### src/rtl/xmb_pkg.sv
package xmb_pkg;

    localparam int BYTE_W     = 8;
    localparam int ADDR_BYTES = 3;
    localparam int ADDR_W     = ADDR_BYTES * BYTE_W;
    localparam int WORD_W     = 2 * BYTE_W;
    localparam int WADDR_W    = ADDR_W - 1;
    localparam int OFS_W      = 4;

    localparam logic [OFS_W-1:0] OFS_CTRL = 4'd8;
    localparam logic [OFS_W-1:0] OFS_ADR0 = 4'd9;
    localparam logic [OFS_W-1:0] OFS_DLO  = 4'd12;
    localparam logic [OFS_W-1:0] OFS_DHI  = 4'd13;

    localparam logic [BYTE_W-1:0] CTRL_RESET = 8'hC4;

    localparam int B_FRST = 7;
    localparam int B_FCS  = 6;
    localparam int B_RCS  = 2;
    localparam int B_CRE  = 1;
    localparam int B_AINC = 0;

    typedef struct packed {
        logic [WADDR_W-1:0] addr;
        logic [WORD_W-1:0]  dq;
        logic               dq_oe;
        logic               flash_ce_n;
        logic               ram_ce_n;
        logic               oe_n;
        logic               we_n;
        logic               flash_rst_n;
        logic               ram_cre;
    } mem_pins_t;

    typedef enum logic {SEQ_IDLE, SEQ_RUN} seq_state_t;

    function automatic logic [ADDR_W-1:0] step_word(input logic [ADDR_W-1:0] a);
        return a + ADDR_W'(2);
    endfunction

endpackage

### src/rtl/xmb_regfile.sv
module xmb_regfile
    import xmb_pkg::*;
(
    input  logic                 clk,
    input  logic                 rst,
    input  logic                 bus_cyc,
    input  logic                 bus_stb,
    input  logic                 bus_we,
    input  logic [OFS_W-1:0]     bus_adr,
    input  logic [BYTE_W-1:0]    bus_wdat,
    output logic [BYTE_W-1:0]    bus_rdat,
    output logic                 bus_ack,
    output logic                 start,
    output logic                 start_write,
    output logic [WADDR_W-1:0]   word_addr,
    output logic [WORD_W-1:0]    wr_word,
    output logic [BYTE_W-1:0]    ctrl,
    input  logic [WORD_W-1:0]    rd_word,
    input  logic                 done
);

    logic [BYTE_W-1:0] ctrl_q, dlo_q, dhi_q, rdat_q, rd_mux;
    logic [ADDR_W-1:0] addr_q;
    logic              ack_q, busy_q, start_q, pend_wr_q;
    logic              req;

    assign req = bus_cyc && bus_stb && !ack_q;

    always_comb begin
        rd_mux = '0;
        if (bus_adr == OFS_CTRL) rd_mux = ctrl_q;
        if (bus_adr == OFS_DLO)  rd_mux = dlo_q;
        if (bus_adr == OFS_DHI)  rd_mux = dhi_q;
        for (int i = 0; i < ADDR_BYTES; i++) begin
            if (bus_adr == OFS_ADR0 + OFS_W'(i))
                rd_mux = addr_q[i*BYTE_W +: BYTE_W];
        end
    end

    always_ff @(posedge clk) begin
        if (rst) begin
            ctrl_q    <= CTRL_RESET;
            addr_q    <= '0;
            dlo_q     <= '0;
            dhi_q     <= '0;
            rdat_q    <= '0;
            ack_q     <= 1'b0;
            busy_q    <= 1'b0;
            start_q   <= 1'b0;
            pend_wr_q <= 1'b0;
        end else begin
            ack_q   <= 1'b0;
            start_q <= 1'b0;
            if (busy_q) begin
                if (done) begin
                    busy_q <= 1'b0;
                    ack_q  <= 1'b1;
                    if (pend_wr_q) begin
                        rdat_q <= dlo_q;
                    end else begin
                        dlo_q  <= rd_word[BYTE_W-1:0];
                        dhi_q  <= rd_word[WORD_W-1:BYTE_W];
                        rdat_q <= rd_word[BYTE_W-1:0];
                    end
                    if (ctrl_q[B_AINC])
                        addr_q <= step_word(addr_q);
                end
            end else if (req) begin
                if (bus_adr == OFS_DLO) begin
                    busy_q    <= 1'b1;
                    start_q   <= 1'b1;
                    pend_wr_q <= bus_we;
                    if (bus_we)
                        dlo_q <= bus_wdat;
                end else begin
                    ack_q  <= 1'b1;
                    rdat_q <= rd_mux;
                    if (bus_we) begin
                        if (bus_adr == OFS_CTRL) ctrl_q <= bus_wdat;
                        if (bus_adr == OFS_DHI)  dhi_q  <= bus_wdat;
                        for (int i = 0; i < ADDR_BYTES; i++) begin
                            if (bus_adr == OFS_ADR0 + OFS_W'(i))
                                addr_q[i*BYTE_W +: BYTE_W] <= bus_wdat;
                        end
                    end
                end
            end
        end
    end

    assign bus_rdat    = rdat_q;
    assign bus_ack     = ack_q;
    assign start       = start_q;
    assign start_write = pend_wr_q;
    assign word_addr   = addr_q[ADDR_W-1:1];
    assign wr_word     = {dhi_q, dlo_q};
    assign ctrl        = ctrl_q;


    done_in_busy_chk: assert property (@(posedge clk) disable iff (rst)
        done |-> busy_q);


    done_then_ack_chk: assert property (@(posedge clk) disable iff (rst)
        done |=> bus_ack);


    ack_single_chk: assert property (@(posedge clk) disable iff (rst)
        bus_ack |=> !bus_ack);


    ainc_step_chk: assert property (@(posedge clk) disable iff (rst)
        (done && busy_q && ctrl_q[B_AINC]) |=> (addr_q == $past(addr_q) + ADDR_W'(2)));

endmodule

### src/rtl/xmb_seq.sv
module xmb_seq
    import xmb_pkg::*;
#(
    parameter int WAIT_CYCLES = 7
) (
    input  logic                clk,
    input  logic                rst,
    input  logic                start,
    input  logic                start_write,
    input  logic [WADDR_W-1:0]  word_addr,
    input  logic [WORD_W-1:0]   wr_word,
    input  logic [BYTE_W-1:0]   ctrl,
    input  logic [WORD_W-1:0]   mem_dq_i,
    output logic [WORD_W-1:0]   rd_word,
    output logic                done,
    output mem_pins_t           pins
);

    localparam int CNT_W = (WAIT_CYCLES > 2) ? $clog2(WAIT_CYCLES) : 1;
    localparam logic [CNT_W-1:0] LAST = CNT_W'(WAIT_CYCLES - 1);

    seq_state_t         state_q;
    logic [CNT_W-1:0]   cnt_q;
    logic               is_wr_q, done_q;
    logic [WADDR_W-1:0] addr_q;
    logic [WORD_W-1:0]  data_q, rd_q;
    logic               run;

    assign run = (state_q == SEQ_RUN);

    always_ff @(posedge clk) begin
        if (rst) begin
            state_q <= SEQ_IDLE;
            cnt_q   <= '0;
            is_wr_q <= 1'b0;
            done_q  <= 1'b0;
            addr_q  <= '0;
            data_q  <= '0;
            rd_q    <= '0;
        end else begin
            done_q <= 1'b0;
            unique case (state_q)
                SEQ_IDLE: begin
                    if (start) begin
                        state_q <= SEQ_RUN;
                        cnt_q   <= '0;
                        is_wr_q <= start_write;
                        addr_q  <= word_addr;
                        data_q  <= wr_word;
                    end
                end
                SEQ_RUN: begin
                    if (cnt_q == LAST) begin
                        state_q <= SEQ_IDLE;
                        done_q  <= 1'b1;
                        if (!is_wr_q)
                            rd_q <= mem_dq_i;
                    end else begin
                        cnt_q <= cnt_q + CNT_W'(1);
                    end
                end
                default: state_q <= SEQ_IDLE;
            endcase
        end
    end

    always_comb begin
        pins.addr        = addr_q;
        pins.dq          = data_q;
        pins.dq_oe       = run && is_wr_q;
        pins.flash_ce_n  = !(run && !ctrl[B_FCS]);
        pins.ram_ce_n    = !(run && !ctrl[B_RCS]);
        pins.oe_n        = !(run && !is_wr_q);
        pins.we_n        = !(run && is_wr_q && (cnt_q != LAST));
        pins.flash_rst_n = ctrl[B_FRST];
        pins.ram_cre     = ctrl[B_CRE];
    end

    assign rd_word = rd_q;
    assign done    = done_q;


    strobe_excl_chk: assert property (@(posedge clk) disable iff (rst)
        !(!pins.oe_n && !pins.we_n));


    we_driven_chk: assert property (@(posedge clk) disable iff (rst)
        !pins.we_n |-> pins.dq_oe);


    addr_hold_chk: assert property (@(posedge clk) disable iff (rst)
        (run && cnt_q != '0) |-> ($stable(pins.addr) && $stable(pins.oe_n)));

endmodule

### src/rtl/xmb_mux.sv
module xmb_mux
    import xmb_pkg::*;
(
    input  logic      host_owns,
    input  mem_pins_t bridge_pins,
    input  mem_pins_t dev_pins,
    output mem_pins_t out_pins
);

    assign out_pins = host_owns ? bridge_pins : dev_pins;

endmodule

### src/rtl/xmem_bridge.sv
module xmem_bridge
    import xmb_pkg::*;
#(
    parameter int WAIT_CYCLES = 7
) (
    input  logic                clk,
    input  logic                rst,
    input  logic                host_owns_mem,
    input  logic                reg_cyc,
    input  logic                reg_stb,
    input  logic                reg_we,
    input  logic [OFS_W-1:0]    reg_adr,
    input  logic [BYTE_W-1:0]   reg_wdat,
    output logic [BYTE_W-1:0]   reg_rdat,
    output logic                reg_ack,
    input  logic [WADDR_W-1:0]  dev_addr,
    input  logic [WORD_W-1:0]   dev_dq_o,
    input  logic                dev_dq_oe,
    input  logic                dev_flash_ce_n,
    input  logic                dev_ram_ce_n,
    input  logic                dev_oe_n,
    input  logic                dev_we_n,
    input  logic                dev_flash_rst_n,
    input  logic                dev_ram_cre,
    output logic [WORD_W-1:0]   dev_dq_i,
    output logic [WADDR_W-1:0]  mem_addr,
    output logic [WORD_W-1:0]   mem_dq_o,
    output logic                mem_dq_oe,
    input  logic [WORD_W-1:0]   mem_dq_i,
    output logic                mem_flash_ce_n,
    output logic                mem_ram_ce_n,
    output logic                mem_oe_n,
    output logic                mem_we_n,
    output logic                mem_flash_rst_n,
    output logic                mem_ram_cre
);

    logic               start, start_write, done;
    logic [WADDR_W-1:0] word_addr;
    logic [WORD_W-1:0]  wr_word, rd_word;
    logic [BYTE_W-1:0]  ctrl;
    mem_pins_t          bridge_pins, dev_pins, out_pins;

    xmb_regfile u_regs (
        .clk         (clk),
        .rst         (rst),
        .bus_cyc     (reg_cyc),
        .bus_stb     (reg_stb),
        .bus_we      (reg_we),
        .bus_adr     (reg_adr),
        .bus_wdat    (reg_wdat),
        .bus_rdat    (reg_rdat),
        .bus_ack     (reg_ack),
        .start       (start),
        .start_write (start_write),
        .word_addr   (word_addr),
        .wr_word     (wr_word),
        .ctrl        (ctrl),
        .rd_word     (rd_word),
        .done        (done)
    );

    xmb_seq #(.WAIT_CYCLES(WAIT_CYCLES)) u_seq (
        .clk         (clk),
        .rst         (rst),
        .start       (start),
        .start_write (start_write),
        .word_addr   (word_addr),
        .wr_word     (wr_word),
        .ctrl        (ctrl),
        .mem_dq_i    (mem_dq_i),
        .rd_word     (rd_word),
        .done        (done),
        .pins        (bridge_pins)
    );

    always_comb begin
        dev_pins.addr        = dev_addr;
        dev_pins.dq          = dev_dq_o;
        dev_pins.dq_oe       = dev_dq_oe;
        dev_pins.flash_ce_n  = dev_flash_ce_n;
        dev_pins.ram_ce_n    = dev_ram_ce_n;
        dev_pins.oe_n        = dev_oe_n;
        dev_pins.we_n        = dev_we_n;
        dev_pins.flash_rst_n = dev_flash_rst_n;
        dev_pins.ram_cre     = dev_ram_cre;
    end

    xmb_mux u_mux (
        .host_owns   (host_owns_mem),
        .bridge_pins (bridge_pins),
        .dev_pins    (dev_pins),
        .out_pins    (out_pins)
    );

    assign mem_addr        = out_pins.addr;
    assign mem_dq_o        = out_pins.dq;
    assign mem_dq_oe       = out_pins.dq_oe;
    assign mem_flash_ce_n  = out_pins.flash_ce_n;
    assign mem_ram_ce_n    = out_pins.ram_ce_n;
    assign mem_oe_n        = out_pins.oe_n;
    assign mem_we_n        = out_pins.we_n;
    assign mem_flash_rst_n = out_pins.flash_rst_n;
    assign mem_ram_cre     = out_pins.ram_cre;
    assign dev_dq_i        = mem_dq_i;

endmodule

### config.mk
export PLATFORM = sky130hd
export DESIGN_NAME = xmem_bridge
export DESIGN_NICKNAME = d
export VERILOG_FILES = /design/src/rtl/xmb_pkg.sv /design/src/rtl/xmb_regfile.sv /design/src/rtl/xmb_seq.sv /design/src/rtl/xmb_mux.sv /design/src/rtl/xmem_bridge.sv
export SDC_FILE = /design/constraint.sdc
export NUM_CORES = 1
export LEC_CHECK = 0
export CAP_MARGIN = 15
export CELL_PAD_IN_SITES_DETAIL_PLACEMENT = 1
export CELL_PAD_IN_SITES_GLOBAL_PLACEMENT = 2
export CORE_UTILIZATION = 27
export CTS_BUF_LIST = sky130_fd_sc_hd__clkbuf_8
export CTS_CLUSTER_SIZE = 25
export DETAILED_ROUTE_END_ITERATION = 12
export PLACE_DENSITY_LB_ADDON = 0.08
export SYNTH_ARGS = -nofsm -noshare
export SYNTH_HDL_FRONTEND = slang
export SYNTH_SLANG_ARGS = --single-unit
### constraint.sdc
create_clock -name clk -period 1.6 [get_ports clk]
set_input_delay 0.4 -clock clk [delete_from_list [all_inputs] [get_ports clk]]
set_output_delay 0.4 -clock clk [all_outputs]
set_load 0.02 [all_outputs]
* After elaboration in Yosys (flattened, before gate mapping)
Cells that the tools add are included. W data, S select, Z words.
Word-level totals: bits in registers 121, bits of input ports 80, output and inout bits 71
Cells by class: add/sub/neg operators 2, equal/unequal tests 14, multiplexer cells 46, bitwise gates (word level) 4, reduce and logical (&&, ||, !) cells 35
Operator list (count):
- $mux W8 | 24
- $mux W24 | 6
- $mux W46 | 1
- $add A24 B2 Y24 const B | 1
- $eq A4 B4 Y1 const B | 6
- $reduce_and A6 Y1 | 4
- $reduce_bool A2 Y1 | 7
- $mux W1 | 11
- $reduce_and A3 Y1 | 3
- $logic_not A1 Y1 | 8
- $logic_and A1 B1 Y1 | 7
- $mux W3 | 2
- $ne A2 B1 Y1 const B | 3
- $ne A2 B2 Y1 const B | 3
- $pmux W3 S2 | 1
- $reduce_and A5 Y1 | 1
- $not A1 Y1 | 4
- $reduce_and A2 Y1 | 2
- $reduce_and A4 Y1 | 1
- $reduce_or A2 Y1 | 2
- $add A3 B1 Y3 const B | 1
- $eq A3 B3 Y1 const B | 1
- $ne A3 B3 Y1 const B | 1
- $pmux W1 S2 | 1

* Depth between registers and ports, before layout
word-level depth 9, depth in mapped cells 8

* Cells and area by module
From an unflattened synthesis, not the netlist that was laid out.
Second synthesis, totals: cell total of the unflattened synthesis 804, area total of the unflattened synthesis 6881.6 sq um
By module, submodules not included:
- xmb_regfile | times used 1, cells each 459, area each 3724.8 sq um, sequential area each 1201.2 sq um
- xmb_seq | times used 1, cells each 278, area each 2277.2 sq um, sequential area each 1221.2 sq um
- xmb_mux | times used 1, cells each 51, area each 759.5 sq um, sequential area each 0.0 sq um
- xmem_bridge | times used 1, cells each 16, area each 120.1 sq um, sequential area each 0.0 sq um

* Least setup slack after synthesis
OpenSTA, ideal clock, no wires.
path kind input -> output, from input port host_owns_mem, to output port mem_addr[0], arrival 1.354 ns, required time 1.200 ns, slack -0.154 ns, stages on the path 3, path through clkbuf_1 clkbuf_1 mux2_2
Between the ends: word-level cells in the longest chain between the ends 1
RTL lines:
- from (decl) | line xmem_bridge.sv:8 | input logic host_owns_mem,
- $mux W46 | line xmb_mux.sv:10 | assign out_pins = host_owns ? bridge_pins : dev_pins;
- to (decl) | line xmem_bridge.sv:26 | output logic [WADDR_W-1:0] mem_addr,
Every way passes these cells.

* Worst setup path after layout
from register u_seq.cnt_q[0], to output port mem_we_n
Between the ends: word-level cells in the longest chain between the ends 4
RTL lines:
- from (decl) | line xmb_seq.sv:23 | logic [CNT_W-1:0] cnt_q;
- from (signal assigned) | line xmb_seq.sv:59 | cnt_q <= cnt_q + CNT_W'(1);
- $ne A3 B3 Y1 | line xmb_seq.sv:74 | pins.we_n = !(run && is_wr_q && (cnt_q != LAST));
- $logic_and A1 B1 Y1 | line xmb_seq.sv:74
- $logic_not A1 Y1 | line xmb_seq.sv:74
- $mux W46 | line xmb_mux.sv:10
- to (decl) | line xmem_bridge.sv:33 | output logic mem_we_n,
Every way passes these cells.

==> summary.md <==
| Metric | Value |
|---|---|
| Status | finished, violations left |
| Failing checks | negative setup slack |
| GRT Overall Usage | 23.31% |
| Most frequent cells in the layout | nand2_1 (153), buf_4 (150), a21oi_1 (81) |
| Compound-Gate Fraction of Synth Area | about a fifth |
| Worst vdd ir | ~0.44 mV |
| Hold Buf Count CTS | 0 |
| Clock tree from TritonCTS | yes |
| Crit path arrival time | 1.44 ns |
| Multiplexer share of the synthesized area | between 10% and 20% |
| Commonest non-fill, non-tap cell in the layout | nand2_1 |
| Final period util | 114.8% |
| Largest family of logic cells by synthesized area | simple AND/OR/NAND/NOR gates |
| Vias/cell | 5.001 |
| Largest net degree at the start of global routing | 41 |
| Vias | 7042 |
| Antenna Nets Post-Route | 0 |
| Synth cell types | 65 |
| DR WL/cell | 20.16 microns |
| Simple logic cell fraction of the synthesized area | between 20 and 25% |
| Worst-Skew Late Latency | between 0.4 and 0.5 ns |
| DPL Wire Length | 21280 microns |
| CTS H-tree lvls | 4 |
| Syn-to-layout area delta | 68.66% |
| Antenna violations before repair | 0 |
| Worst slew pin tran | 0.4058 ns |
| Critical path class | flip-flop to output port |
| Top Ports | 151 |
| Die ar. | approximately 0.024 sq mm |
| Total power | between 7 and 8 mW |
| Mean Syn Cell Area | 7.891 sq um |
| Row count | 55 |
| Utilization after layout | 46.89% |
| Max Freq | approximately 540 MHz |
| RSZ-0062 raised after global routing | true |
| Pleak | 4.397 nW |
| Vias in the first global route | about 7400 |
| Final setup margin | -0.2367 ns |
| Relative slew slack | 72.88% |
| Starting Density | 27.80% |
| Share of layout cells above drive strength 1 | 44.47% |
| Critical path fanouts, max | 2 |
| Clock transition at path regs | ~0.080 ns |
| FILL cells | 2658 |
| Antenna diodes | 0 |
| Crit. End Element | output port |
| XOR/XNOR share of the synthesized area | 0% |
| Slew Viols, Final | 0 |
| CTS buffer count | 17 |
| 1st-iter DRT viols | 382 |
| GP Congestion | 0.9004 |
| Die X | 155.4 microns |
| P per Cell Area | 668.0 mW/mm^2 |
| Min cycle time layout | 1.837 ns |
| Total global routing overflow | 0 |
| I/O Buffers | 150 |
| Drt first pass iters | 4 |
| Synth Net Count | 888 |
| Synth top area cells | dfxtp_1 (38%), nand2_1 (9.5%), mux2_2 (8.2%), a21oi_1 (6.9%), nor2_1 (4.4%) |
| Wire length of the first global-routing pass | 42560 microns |
| Worst Skew | between 0.009 and 0.01 ns |
| Post-Syn Area | 0.006352 sq mm |
| Post-synth ARST share | 0% |
| CORE AREA | 0.02285 sq mm |
| Final Hold Slack | 0.2070 ns |
| Clock sinks | ~120 |
| Hold Vio Cnt, Final | 0 |
| CTS max path bufs | 2 |
| Hold Path Class | primary input to flip-flop |
| Max_cap viols | 0 |
| Critical Path RT | 1.20 ns |
| Synth Warn # | 0 |
| Root Buffer | clkbuf_8 |
| Synth Flop Type | dfxtp_1 |
| Die height | 155.4 microns |
| Register area share after synthesis | 38.13% |
| Cells after Synth | around 810 |
| NumNets Final | 1165 |
| Number of setup violations in the final report | 36 |
| Post-Synth Adder-Cell Area | 0.5909% |
| Post-synth EDFFs | 0 |
| Routed WL | 28390 microns |
| Largest area contributor in the netlist | dfxtp_1 |
| # DRC | 0 |
| Startpoint Class | flip-flop |
| Top-area cell type share of the netlist area | 38.13% |
| Yosys reg bits | 121 |
-- registers in the layout (all words and copies together), names as in the netlist --
register and flops:
u_seq.run 1, u_seq.rd_word 16, u_seq.is_wr_q 1, u_seq.data_q 16, u_regs.dhi_q 8, u_regs.start 1, u_regs.ctrl 8, u_regs.dlo_q 8
u_regs.start_write 1, u_seq.addr_q 23, u_seq.done 1, u_regs.addr_q 24, u_regs.bus_rdat 8, u_regs.bus_ack 1, u_regs.busy_q 1, u_seq.cnt_q 3
-- worst max-delay path, cell delays in order (launching register included) --
cell and delay, ns:
dfxtp_2 0.33, inv_2 0.05, ha_4 0.14, nand2_4 0.05, and2_4 0.15, a31oi_4 0.12
buf_6 0.13
-- layout make-up --
class	instances	area, sq um	area share (%)
sequential	121	2499	23.32
multi-input combinational	590	4184	39.05
timing repair buffer	337	3172	29.60
clock buffer	17	234.0	2.184
inverter	15	66.31	0.6189
clock inverter	15	167.7	1.565
tap	313	391.6	3.655
-- worst paths after layout --
kind,startpoint,to,slack [ns],depth (start not counted)
setup / recovery,u_seq.cnt_q[0],mem_we_n,-0.24,6
hold / removal,rst,u_regs.addr_q[13],0.21,2
setup reg to reg,u_regs.busy_q,u_regs.addr_q[22],-0.12,7
hold reg to reg,u_seq.data_q[2],u_seq.data_q[2],0.46,2
-- stage by stage --
step | area [sq um] | setup slack (ns) | instances | setup TNS (ns)
2_1_floorplan | 6410 | 0.003927 | 805 | 0
5_1_grt | 10710 | -0.3308 | 1408 | -3.970
3_5_place_dp | 9125 | -1.022 | 1338 | -62.85
3_3_place_gp | 9125 | -1.066 | 1338 | -60.08
6_report | 10710 | -0.2367 | 1408 | -1.066
4_1_cts | 10140 | -0.2880 | 1392 | -1.147
-- cells by family after synthesis --
kind of cell | count (synthesis)
AND/OR/NAND/NOR | 317
buffers and inverters | 94
flip-flops | 121
multiplexers | 63
adder cells (fa/ha/maj) | 3
AO/OA/AOI/OAI | 207
-- per-layer routing --
layer / vias to the layer above / global-route usage [%] / routed length [microns]
li1: 3393 / - / -
met1: 3454 / 32.02 / 13790
met2: 168 / 37.26 / 13100
met3: 27 / 2.981 / 1006
met4: 0 / 8.403 / 488
met5: - / 0 / 0
-- where the power goes --
part / total, mW / internal (mW) / switching [mW]
logic: 1.23 / 0.642 / 0.584
clock network: 2.89 / 1.41 / 1.47
registers: 3.05 / 3.02 / 0.0228
-- repair_timing --
action / in CTS / in global routing
endpoints found under the setup margin: 127 / 125
setup buffers: 21 / 17
gates resized for setup: 477 / 160
cloned: 1 / 3
pin swaps: 36 / 40
-- synthesized netlist by cell type (2+ instances only) --
library cell / instances
a211o_1: 4
a211oi_1: 11
a21o_1: 3
a21oi_1: 88
a2bb2oi_1: 5
a311oi_1: 11
a31oi_1: 15
a41o_1: 3
and2_1: 4
and3_1: 6
and4_1: 2
and4b_1: 3
buf_1: 5
buf_2: 11
buf_4: 18
buf_6: 2
clkbuf_1: 40
clkbuf_2: 3
dfxtp_1: 121
ha_1: 3
inv_1: 15
mux2_2: 46
mux2i_1: 17
nand2_1: 160
nand2b_1: 7
nand3_1: 16
nand4_1: 10
nand4b_1: 2
nor2_1: 75
nor2b_1: 6
nor3_1: 11
nor3b_1: 3
nor4_1: 3
o21a_1: 3
o21ai_0: 30
o22a_1: 3
o22ai_1: 5
o311a_1: 3
o31ai_1: 5
or3_1: 2
No activity file was read; power rests on OpenSTA's default activity.
